## src/rtl/snap_counter64_pkg.sv

```systemverilog
`timescale 1ns/1ps
package snap_counter64_pkg;
  // Register byte offsets (software decodes these)
  localparam logic [7:0] OFS_CTRL    = 8'h68;
  localparam logic [7:0] OFS_LIVE_LO = 8'h6C;
  localparam logic [7:0] OFS_LIVE_HI = 8'h70;
  localparam logic [7:0] OFS_LOAD_LO = 8'h74;
  localparam logic [7:0] OFS_LOAD_HI = 8'h78;
  localparam logic [7:0] OFS_SNAP_LO = 8'h7C;
  localparam logic [7:0] OFS_SNAP_HI = 8'h80;

  // Control field positions
  localparam int DIV_LSB = 8;

  typedef enum logic [1:0] {
    TRIG_NONE  = 2'b00,
    TRIG_SNAP  = 2'b01,
    TRIG_INERT = 2'b10,
    TRIG_LOAD  = 2'b11
  } trig_e;
endpackage

```

## src/rtl/snap_prescaler.sv

```systemverilog
`timescale 1ns/1ps
module snap_prescaler #(
  parameter int DIV_W = 8
) (
  input  logic             clk,
  input  logic             rst_n,
  input  logic [DIV_W-1:0] div_i,
  input  logic             restart_i,
  output logic             tick_o
);
  logic [DIV_W-1:0] phase_q;

  // A divider lowered below the current phase fires at once instead of wrapping.
  assign tick_o = (phase_q >= div_i);

  always_ff @(posedge clk or negedge rst_n) begin
    if (!rst_n) begin
      phase_q <= '0;
    end else if (restart_i || tick_o) begin
      phase_q <= '0;
    end else begin
      phase_q <= phase_q + 1'b1;
    end
  end

  // straight after a restart, a tick is due only when the divider is zero
  a_r4_restart_phase: assert property (@(posedge clk) disable iff (!rst_n)
    restart_i |=> (tick_o == (div_i == '0)));
endmodule

```

## src/rtl/snap_count_core.sv

```systemverilog
`timescale 1ns/1ps
module snap_count_core #(
  parameter int CNT_W = 64
) (
  input  logic             clk,
  input  logic             rst_n,
  input  logic             tick_i,
  input  logic             load_i,
  input  logic [CNT_W-1:0] load_val_i,
  output logic [CNT_W-1:0] cnt_o
);
  logic [CNT_W-1:0] cnt_q;

  always_ff @(posedge clk or negedge rst_n) begin
    if (!rst_n) begin
      cnt_q <= '0;
    end else if (load_i) begin
      cnt_q <= load_val_i;
    end else if (tick_i) begin
      cnt_q <= cnt_q + 1'b1;
    end
  end

  assign cnt_o = cnt_q;

  // a load replaces the count even when a tick is due
  a_r3_load_wins: assert property (@(posedge clk) disable iff (!rst_n)
    load_i |=> (cnt_o == $past(load_val_i)));
  // an increment wraps modulo 2^CNT_W
  a_r5_step_wrap: assert property (@(posedge clk) disable iff (!rst_n)
    (!load_i && tick_i) |=> (cnt_o == $past(cnt_o) + 1'b1));
  // no tick, no load, no change
  a_r5_idle_hold: assert property (@(posedge clk) disable iff (!rst_n)
    (!load_i && !tick_i) |=> $stable(cnt_o));
endmodule

```

## src/rtl/snap_regs.sv

```systemverilog
`timescale 1ns/1ps
module snap_regs
  import snap_counter64_pkg::*;
#(
  parameter int ADDR_W = 8,
  parameter int WORD_W = 32,
  parameter int DIV_W  = 8
) (
  input  logic                clk,
  input  logic                rst_n,
  input  logic [ADDR_W-1:0]   reg_addr,
  input  logic                reg_wr,
  input  logic [WORD_W-1:0]   reg_wdata,
  input  logic                reg_rd,
  output logic [WORD_W-1:0]   reg_rdata,
  input  logic [2*WORD_W-1:0] cnt_i,
  output logic [DIV_W-1:0]    div_o,
  output logic                load_go_o,
  output logic [2*WORD_W-1:0] load_val_o
);
  localparam int CNT_W = 2 * WORD_W;
  localparam int NWORD = 2;

  logic [DIV_W-1:0]  div_q;
  logic [WORD_W-1:0] pre_q  [NWORD];
  logic [CNT_W-1:0]  snap_q;
  logic              ctrl_hit;
  trig_e             trig;
  logic              snap_go;
  logic [WORD_W-1:0] rd_mux;

  assign ctrl_hit  = reg_wr && (reg_addr == ADDR_W'(OFS_CTRL));
  assign trig      = trig_e'(reg_wdata[1:0]);
  assign snap_go   = ctrl_hit && (trig == TRIG_SNAP);
  assign load_go_o = ctrl_hit && (trig == TRIG_LOAD);

  always_ff @(posedge clk or negedge rst_n) begin
    if (!rst_n) begin
      div_q <= '0;
    end else if (ctrl_hit) begin
      div_q <= reg_wdata[DIV_LSB +: DIV_W];
    end
  end
  assign div_o = div_q;

  // Preload words, one register per half
  for (genvar h = 0; h < NWORD; h++) begin : g_pre
    localparam logic [ADDR_W-1:0] OFS_H = ADDR_W'(OFS_LOAD_LO) + ADDR_W'(4 * h);
    always_ff @(posedge clk or negedge rst_n) begin
      if (!rst_n) begin
        pre_q[h] <= '0;
      end else if (reg_wr && (reg_addr == OFS_H)) begin
        pre_q[h] <= reg_wdata;
      end
    end
    assign load_val_o[h*WORD_W +: WORD_W] = pre_q[h];
  end

  // Snapshot: whole count in one edge
  always_ff @(posedge clk or negedge rst_n) begin
    if (!rst_n) begin
      snap_q <= '0;
    end else if (snap_go) begin
      snap_q <= cnt_i;
    end
  end

  always_comb begin
    rd_mux = '0;
    case (reg_addr)
      ADDR_W'(OFS_CTRL):    rd_mux = WORD_W'(div_q) << DIV_LSB;
      ADDR_W'(OFS_LIVE_LO): rd_mux = cnt_i[WORD_W-1:0];
      ADDR_W'(OFS_LIVE_HI): rd_mux = cnt_i[CNT_W-1:WORD_W];
      ADDR_W'(OFS_LOAD_LO): rd_mux = pre_q[0];
      ADDR_W'(OFS_LOAD_HI): rd_mux = pre_q[1];
      ADDR_W'(OFS_SNAP_LO): rd_mux = snap_q[WORD_W-1:0];
      ADDR_W'(OFS_SNAP_HI): rd_mux = snap_q[CNT_W-1:WORD_W];
      default:              rd_mux = '0;
    endcase
  end

  always_ff @(posedge clk or negedge rst_n) begin
    if (!rst_n) begin
      reg_rdata <= '0;
    end else if (reg_rd) begin
      reg_rdata <= rd_mux;
    end
  end

  // snapshot takes the pre-edge count
  a_r2_snap_capture: assert property (@(posedge clk) disable iff (!rst_n)
    snap_go |=> ({reg_rdata, snap_q} == {reg_rdata, $past(cnt_i)}));
  // snapshot words hold between triggers
  a_r2_snap_hold: assert property (@(posedge clk) disable iff (!rst_n)
    !snap_go |=> $stable(snap_q));
  // trigger bits never read back
  a_r6_trig_clear: assert property (@(posedge clk) disable iff (!rst_n)
    (reg_rd && reg_addr == ADDR_W'(OFS_CTRL)) |=> (reg_rdata[1:0] == 2'b00));
  // load and snapshot are exclusive
  a_r6_trig_excl: assert property (@(posedge clk) disable iff (!rst_n)
    $onehot0({snap_go, load_go_o}));
endmodule

```

## src/rtl/snap_counter64.sv

```systemverilog
`timescale 1ns/1ps
module snap_counter64 #(
  parameter int ADDR_W = 8,
  parameter int WORD_W = 32,
  parameter int DIV_W  = 8
) (
  input  logic              clk,
  input  logic              rst_n,
  input  logic [ADDR_W-1:0] reg_addr,
  input  logic              reg_wr,
  input  logic [WORD_W-1:0] reg_wdata,
  input  logic              reg_rd,
  output logic [WORD_W-1:0] reg_rdata
);
  localparam int CNT_W = 2 * WORD_W;

  logic [DIV_W-1:0] div;
  logic             load_go;
  logic [CNT_W-1:0] load_val;
  logic [CNT_W-1:0] cnt;
  logic             tick;

  snap_regs #(.ADDR_W(ADDR_W), .WORD_W(WORD_W), .DIV_W(DIV_W)) u_regs (
    .clk        (clk),
    .rst_n      (rst_n),
    .reg_addr   (reg_addr),
    .reg_wr     (reg_wr),
    .reg_wdata  (reg_wdata),
    .reg_rd     (reg_rd),
    .reg_rdata  (reg_rdata),
    .cnt_i      (cnt),
    .div_o      (div),
    .load_go_o  (load_go),
    .load_val_o (load_val)
  );

  snap_prescaler #(.DIV_W(DIV_W)) u_pre (
    .clk       (clk),
    .rst_n     (rst_n),
    .div_i     (div),
    .restart_i (load_go),
    .tick_o    (tick)
  );

  snap_count_core #(.CNT_W(CNT_W)) u_core (
    .clk        (clk),
    .rst_n      (rst_n),
    .tick_i     (tick),
    .load_i     (load_go),
    .load_val_i (load_val),
    .cnt_o      (cnt)
  );

  // with divider zero and no load, every clock advances the count
  a_r4_div0_every: assert property (@(posedge clk) disable iff (!rst_n)
    (div == '0 && !load_go) |=> (cnt == $past(cnt) + 1'b1));
endmodule

```

## config.mk

```make
export PLATFORM = sky130hd
export DESIGN_NAME = snap_counter64
export DESIGN_NICKNAME = d
export VERILOG_FILES = /design/src/rtl/snap_counter64_pkg.sv /design/src/rtl/snap_prescaler.sv /design/src/rtl/snap_count_core.sv /design/src/rtl/snap_regs.sv /design/src/rtl/snap_counter64.sv
export SDC_FILE = /design/constraint.sdc
export NUM_CORES = 1
export LEC_CHECK = 0
export ABC_AREA = 1
export BUFFER_PORTS_ARGS = -buffer_cell sky130_fd_sc_hd__buf_4
export CORE_ASPECT_RATIO = 1.5
export CORE_MARGIN = 2
export CORE_UTILIZATION = 25
export CTS_CLUSTER_SIZE = 8
export DETAILED_ROUTE_END_ITERATION = 6
export PLACE_DENSITY = 0.39
export RECOVER_POWER = 25
export SYNTH_ARGS = -nofsm -noshare
export SYNTH_HDL_FRONTEND = slang
export SYNTH_SLANG_ARGS = --single-unit
```

## constraint.sdc

```tcl
create_clock -name clk -period 3.1 [get_ports clk]
set_clock_uncertainty 0.05 [all_clocks]
set_input_delay 0.155 -clock clk [delete_from_list [all_inputs] [get_ports clk]]
set_output_delay 0.155 -clock clk [all_outputs]
set_load 0.02 [all_outputs]
```

==> results.json, run 1 <==
{
  "grt_overflow_total": 0,
  "yosysSeqAreaShare_pct": 44.7,
  "synth_warnings": 0,
  "placed_area_sq_um": 14800,
  "first_iter_violations": 885,
  "via_per_inst": 4.64,
  "leakagePower_nw": 7.94,
  "hold_start": "reg_wdata[10]",
  "grt_pass1_vias": 12900,
  "ios": 76,
  "grt_pass1_wl_um": 83500,
  "layout_common_cells": "nand2_1 (779), nor2_1 (260), dfrtp_1 (240), o21ai_0 (192), inv_1 (184)",
  "antenna_found_initial": 0,
  "clockBufferDepth": 3,
  "seqPwrFrac_pct": 42.3,
  "path_class": "in2async",
  "synth.avg_cell_area_sq_um": 6.77,
  "clkTransAtPathRegs_ns": 0.06,
  "diodes": 0,
  "min_path_type": "in2reg",
  "num_vias": 12800,
  "postCtsSetupBuffers": 0,
  "switching_share_pct": 34.2,
  "setup_tns_ns": 0,
  "fin_crit_ns": 2.41,
  "switching_power_mw": 3.18,
  "hold_depth": 3,
  "timing.fmax_mhz": 414,
  "cp_max_fo": 86,
  "cp_cell_sequence": "dlygate4sd3_1 > buf_8 > dlymetal6s4s_1",
  "r2r_cells": 10,
  "cap_violations": 1,
  "cp-end-kind": "async pin",
  "violations": "negative hold slack, max-capacitance violations, max-slew violations",
  "fp-row-count": 104,
  "max_stage_delay_ns": 1.31,
  "dr.pass1.iters": 5,
  "dieArea_sq_um": 55600,
  "power_frac_comb_pct": 19.2,
  "drive_gt1_share_pct": 7.84,
  "tightest_slew_ns": 1.54,
  "wl_per_cell_um": 19.9,
  "cts_htree_levels": 2,
  "dp.final_hpwl_um": 41300,
  "rr_endpoint": "u_core.cnt_o[37]",
  "r2r_start": "u_regs.div_o[5]",
  "p_int_mw": 6.13,
  "relSlewSlack_pct": -2.40,
  "worst_hold_slack_ns": -0.000290,
  "grt_max_degree": 125,
  "p_clk_share_pct": 38.5,
  "cts_root_buffer": "clkbuf_16",
  "design_area_sq_um": 16100,
  "final_common_cell": "nand2_1",
  "syn-num-nets": 2038,
  "ys_seq_elements": 240,
  "cellPowerDensity_nw_per_um2": 580,
  "ant_nets": 0,
  "synthCells": 1984,
  "period_share_pct": 77.8,
  "setup_violations": 0,
  "cp_slowest_cell": "dlymetal6s4s_1",
  "min_to": "u_regs.div_o[2]",
  "port_buffers": 75,
  "finalPower_mw": 9.31,
  "cp_data_required_time_ns": 3.40,
  "die_h_um": 288,
  "critPathLaunchType": "input pin",
  "drt_wl_total_um": 55200,
  "fp.dieW_um": 193,
  "clk_latency_ns": 0.54,
  "drcViolationCount": 0,
  "core-area_sq_um": 53400,
  "ff2ff_setup_slack_ns": 0.69,
  "syn2layout_area_growth_pct": 19.6,
  "grt_setup_unrepaired": "false",
  "status": "complete, but fails checks",
  "holdBufCountCts": 31,
  "start_util_pct": 25.2,
  "globalplace.congestion": 0.990,
  "slew_violations": 32,
  "nets": 2130,
  "hold_viol": 1,
  "ys_types": 35,
  "cts_tree": "yes",
  "grt_use_total_pct": 20.0,
  "crit_path_start": "rst_n",
  "worst_ir_drop_vdd_v": 0.000332,
  "clkSinkCount": 240,
  "cts_resized": 0,
  "cp.arrival_ns": 2.71,
  "syn_area_sq_um": 13400,
  "cts_made_buffers": 36
}
## critical path, delay by kind of cell
kind	cells	cell delay (ns)
buffers and inverters	3	2.40
## worst max path at each step
stage | to | slack, ns | cells past startpoint
final | u_regs.load_val_o[61] | 0.69 | 3
after global routing | u_regs.load_val_o[61] | 0.29 | 3
after CTS | u_core.cnt_o[37] | 0.65 | 10
after detailed placement | u_core.cnt_o[37] | 0.65 | 10
after global placement | u_core.cnt_o[37] | 0.66 | 10
after floorplan | u_core.cnt_o[46] | 1.29 | 10
## state kept, by name, indices dropped and copies added (netlist names)
| name | cells |
|---|---|
| u_core.cnt_o | 64 |
| u_regs.div_o | 8 |
| u_regs.load_val_o | 64 |
| u_regs.snap_q | 64 |
| u_regs.reg_rdata | 32 |
| u_pre.phase_q | 8 |
## synthesized netlist by cell type, drive strengths merged
cell	number	area [sq um]
o22ai	24	150
nor2	264	1040
nor3	10	65.1
o21a	1	7.51
o21ai	208	1040
nand2	781	2940
xor2	16	140
a21oi	8	40.0
xnor2	1	8.76
dfrtp	240	6010
buf	25	128
and2	1	6.26
nor4	1	6.26
nor3b	2	15.0
o21bai	1	7.51
nand3	117	586
nand4	15	100
clkbuf	57	215
ha	10	125
inv	186	701
or2	16	100
## metal layers
layer,vias to the layer above,share of wire [%],GRT usage [%]
met4,0,7.3,13.1
met2,279,52,37.1
met3,106,2.8,1.91
met5,-,0,0
li1,6359,-,-
met1,6097,38,21.6
## cell families after synthesis
kind of cell    after synthesis  synth area share, %
buf+inv                     268                 7.77
fa+ha+maj                    10                0.932
compound gates              242                 9.28
xor+xnor                     17                 1.11
simple gates               1207                 36.2
flops                       240                 44.7
## cell type report
class	count	area, sq um
timing repair buffer	136	1130
multi-input combinational	1476	6400
sequential	240	6010
tap	689	862
clock inverter	3	26.3
clock buffer	39	933
inverter	186	701
fill	5960	37300
## through the flow
stage,setup slack (ns),std cells,utilization [%]
floorplan,1.29,1984,-
global placement,0.662,2696,27.8
detailed placement,0.648,2696,27.8
CTS,0.650,2769,30.2
global route,0.285,2769,30.1
finish,0.687,2769,30.1
## power groups by stage
stage          combinational [mW]  sequential (mW)  clock, mW
2_1_floorplan                1.12             3.76          0
3_3_place_gp                 1.80             3.99          0
3_5_place_dp                 1.79             3.99          0
4_1_cts                      1.83             3.94       3.72
5_1_grt                      2.05             3.98       3.82
6_report                     1.79             3.94       3.58
Note: power is estimated with default switching activity, not from simulation.
==> inputs of run 2 (changes only) <==
==> constraint.sdc (replaced) <==
create_clock -name clk -period 2.5 [get_ports clk]
set_clock_uncertainty 0.05 [all_clocks]
set_input_delay 0.125 -clock clk [delete_from_list [all_inputs] [get_ports clk]]
set_output_delay 0.125 -clock clk [all_outputs]
set_load 0.02 [all_outputs]
==> results.json, run 2 (synthesis results as in run 1) <==
{
  "status": "complete, but fails checks",
  "violations": "max-capacitance violations, max-slew violations",
  "syn2layout_area_growth_pct": 20.8,
  "fp.dieW_um": 193,
  "placed_area_sq_um": 15000,
  "r2r_start": "u_pre.phase_q[5]",
  "clk_latency_ns": 0.54,
  "core-area_sq_um": 53400,
  "cp.arrival_ns": 2.61,
  "cts_htree_levels": 2,
  "leakagePower_nw": 8.02,
  "worst_ir_drop_vdd_v": 0.000373,
  "place_ws_ns": 0.229,
  "dieArea_sq_um": 55600,
  "worst_hold_slack_ns": 0.0663,
  "layout_common_cells": "nand2_1 (778), nor2_1 (260), dfrtp_1 (240), o21ai_0 (192), inv_1 (184)",
  "nets": 2139,
  "cap_violations": 1,
  "dp.final_hpwl_um": 41600,
  "period_share_pct": 89.4,
  "tightest_slew_ns": 1.54,
  "wl_per_cell_um": 20.3,
  "setup_tns_ns": 0,
  "cp_max_fo": 23,
  "cellPowerDensity_nw_per_um2": 704,
  "min_to": "u_regs.div_o[0]",
  "grt_max_degree": 129,
  "final_common_cell": "nand2_1",
  "cts_resized": 0,
  "worst_slack_ns": 0.266,
  "cp_data_required_time_ns": 2.87,
  "dr.pass1.iters": 7,
  "clkSinkCount": 240,
  "ff2ff_setup_slack_ns": 0.27,
  "slew_violations": 51,
  "path_class": "reg2reg",
  "ant_nets": 0,
  "r2r_cells": 9,
  "relSlewSlack_pct": -2.72,
  "hold_viol": 0,
  "drcViolationCount": 0,
  "cp-end-kind": "register",
  "grt_setup_unrepaired": "false",
  "first_iter_violations": 774,
  "grt_pass1_wl_um": 84400,
  "design_area_sq_um": 16200,
  "ios": 76,
  "fp-row-count": 104,
  "setup_violations": 0,
  "port_buffers": 75,
  "fin_crit_ns": 2.23,
  "antenna_found_initial": 0,
  "start_util_pct": 25.2,
  "cts_tree": "yes",
  "cts_made_buffers": 35,
  "grt_pass1_vias": 12900,
  "cts_root_buffer": "clkbuf_16",
  "grt_use_total_pct": 20.4,
  "critPathLaunchType": "register",
  "drt_wl_total_um": 56300,
  "grt_overflow_total": 0,
  "rr_endpoint": "u_core.cnt_o[42]",
  "num_vias": 12800,
  "via_per_inst": 4.62,
  "globalplace.congestion": 0.932,
  "timing.fmax_mhz": 448,
  "hold_depth": 3,
  "min_path_type": "in2reg",
  "hold_start": "reg_wr",
  "die_h_um": 288,
  "diodes": 0,
  "clkTransAtPathRegs_ns": 0.06,
  "drive_gt1_share_pct": 8.25,
  "clockBufferDepth": 3
}
==> run 2: cell types whose count changed in the layout (fill, tap and decap cells not counted), moves of 2 or more <==
cell,before,now
buf_12,2,13
clkbuf_1,4,0
dlygate4sd3_1,31,34
buf_4,97,95
clkbuf_16,37,35
clkbuf_2,1,3
==> run 2: per-stage QoR <==
step / utilization [%] / instances / power, mW
final: 30.4 / 2775 / 11.4
after global routing: 30.4 / 2775 / 12.1
after CTS: 30.4 / 2775 / 11.6
after detailed placement: 28.1 / 2703 / 7.19
after global placement: 28.1 / 2703 / 7.19
after floorplan: - / 1984 / 6.06
==> run 2: final cells by class <==
cell class | instances | area, sq um
inverters | 186 | 701
repair buffers | 146 | 1340
fillers | 5890 | 37100
flip-flops and latches | 240 | 6010
clock inverters | 3 | 26.3
multi-input cells | 1476 | 6410
well taps | 689 | 862
clock buffers | 35 | 876
==> run 2: timing repair <==
item | CTS | global route
buffers inserted | 0 | 0
hold buffers | 34 | 0
endpoints found under the hold margin | 318 | 0
==> run 2: where the power goes <==
part	total, mW	switching, mW	internal [mW]	leakage [nW]
logic	2.26	1.53	0.734	4.30
registers	4.87	0.570	4.30	3.28
clock network	4.29	1.82	2.47	0.445
total	11.4	3.91	7.51	8.02
==> run 2: layer usage <==
layer / GRT usage [%] / up-vias / wire length, um
met3: 1.77 / 93 / 1470
li1: - / 6380 / -
met4: 11.7 / 0 / 3510
met5: 0 / - / 0
met2: 38.7 / 253 / 30000
met1: 22.0 / 6094 / 21300
==> run 2: worst max-delay path, stage by stage (launching register included) <==
cell,delay (ns)
dfrtp_1,0.43
ha_1,0.31
a21oi_1,0.15
o21a_1,0.12
nand3_1,0.22
nor2_8,0.18
buf_4,0.35
nor2_1,0.15
nand2_1,0.09
o21ai_1,0.05
==> run 2: worst max path at each step <==
| stage | start | endpoint | slack [ns] |
|---|---|---|---|
| final | u_pre.phase_q[5] | u_core.cnt_o[42] | 0.27 |
| after global placement | reg_addr[1] | u_core.cnt_o[33] | 0.19 |
| after CTS | u_pre.phase_q[5] | u_core.cnt_o[42] | 0.23 |
| after floorplan | u_regs.div_o[7] | u_core.cnt_o[46] | 0.69 |
| after global routing | u_core.cnt_o[2] | u_core.cnt_o[57] | 0.03 |
| after detailed placement | reg_addr[1] | u_core.cnt_o[42] | 0.23 |
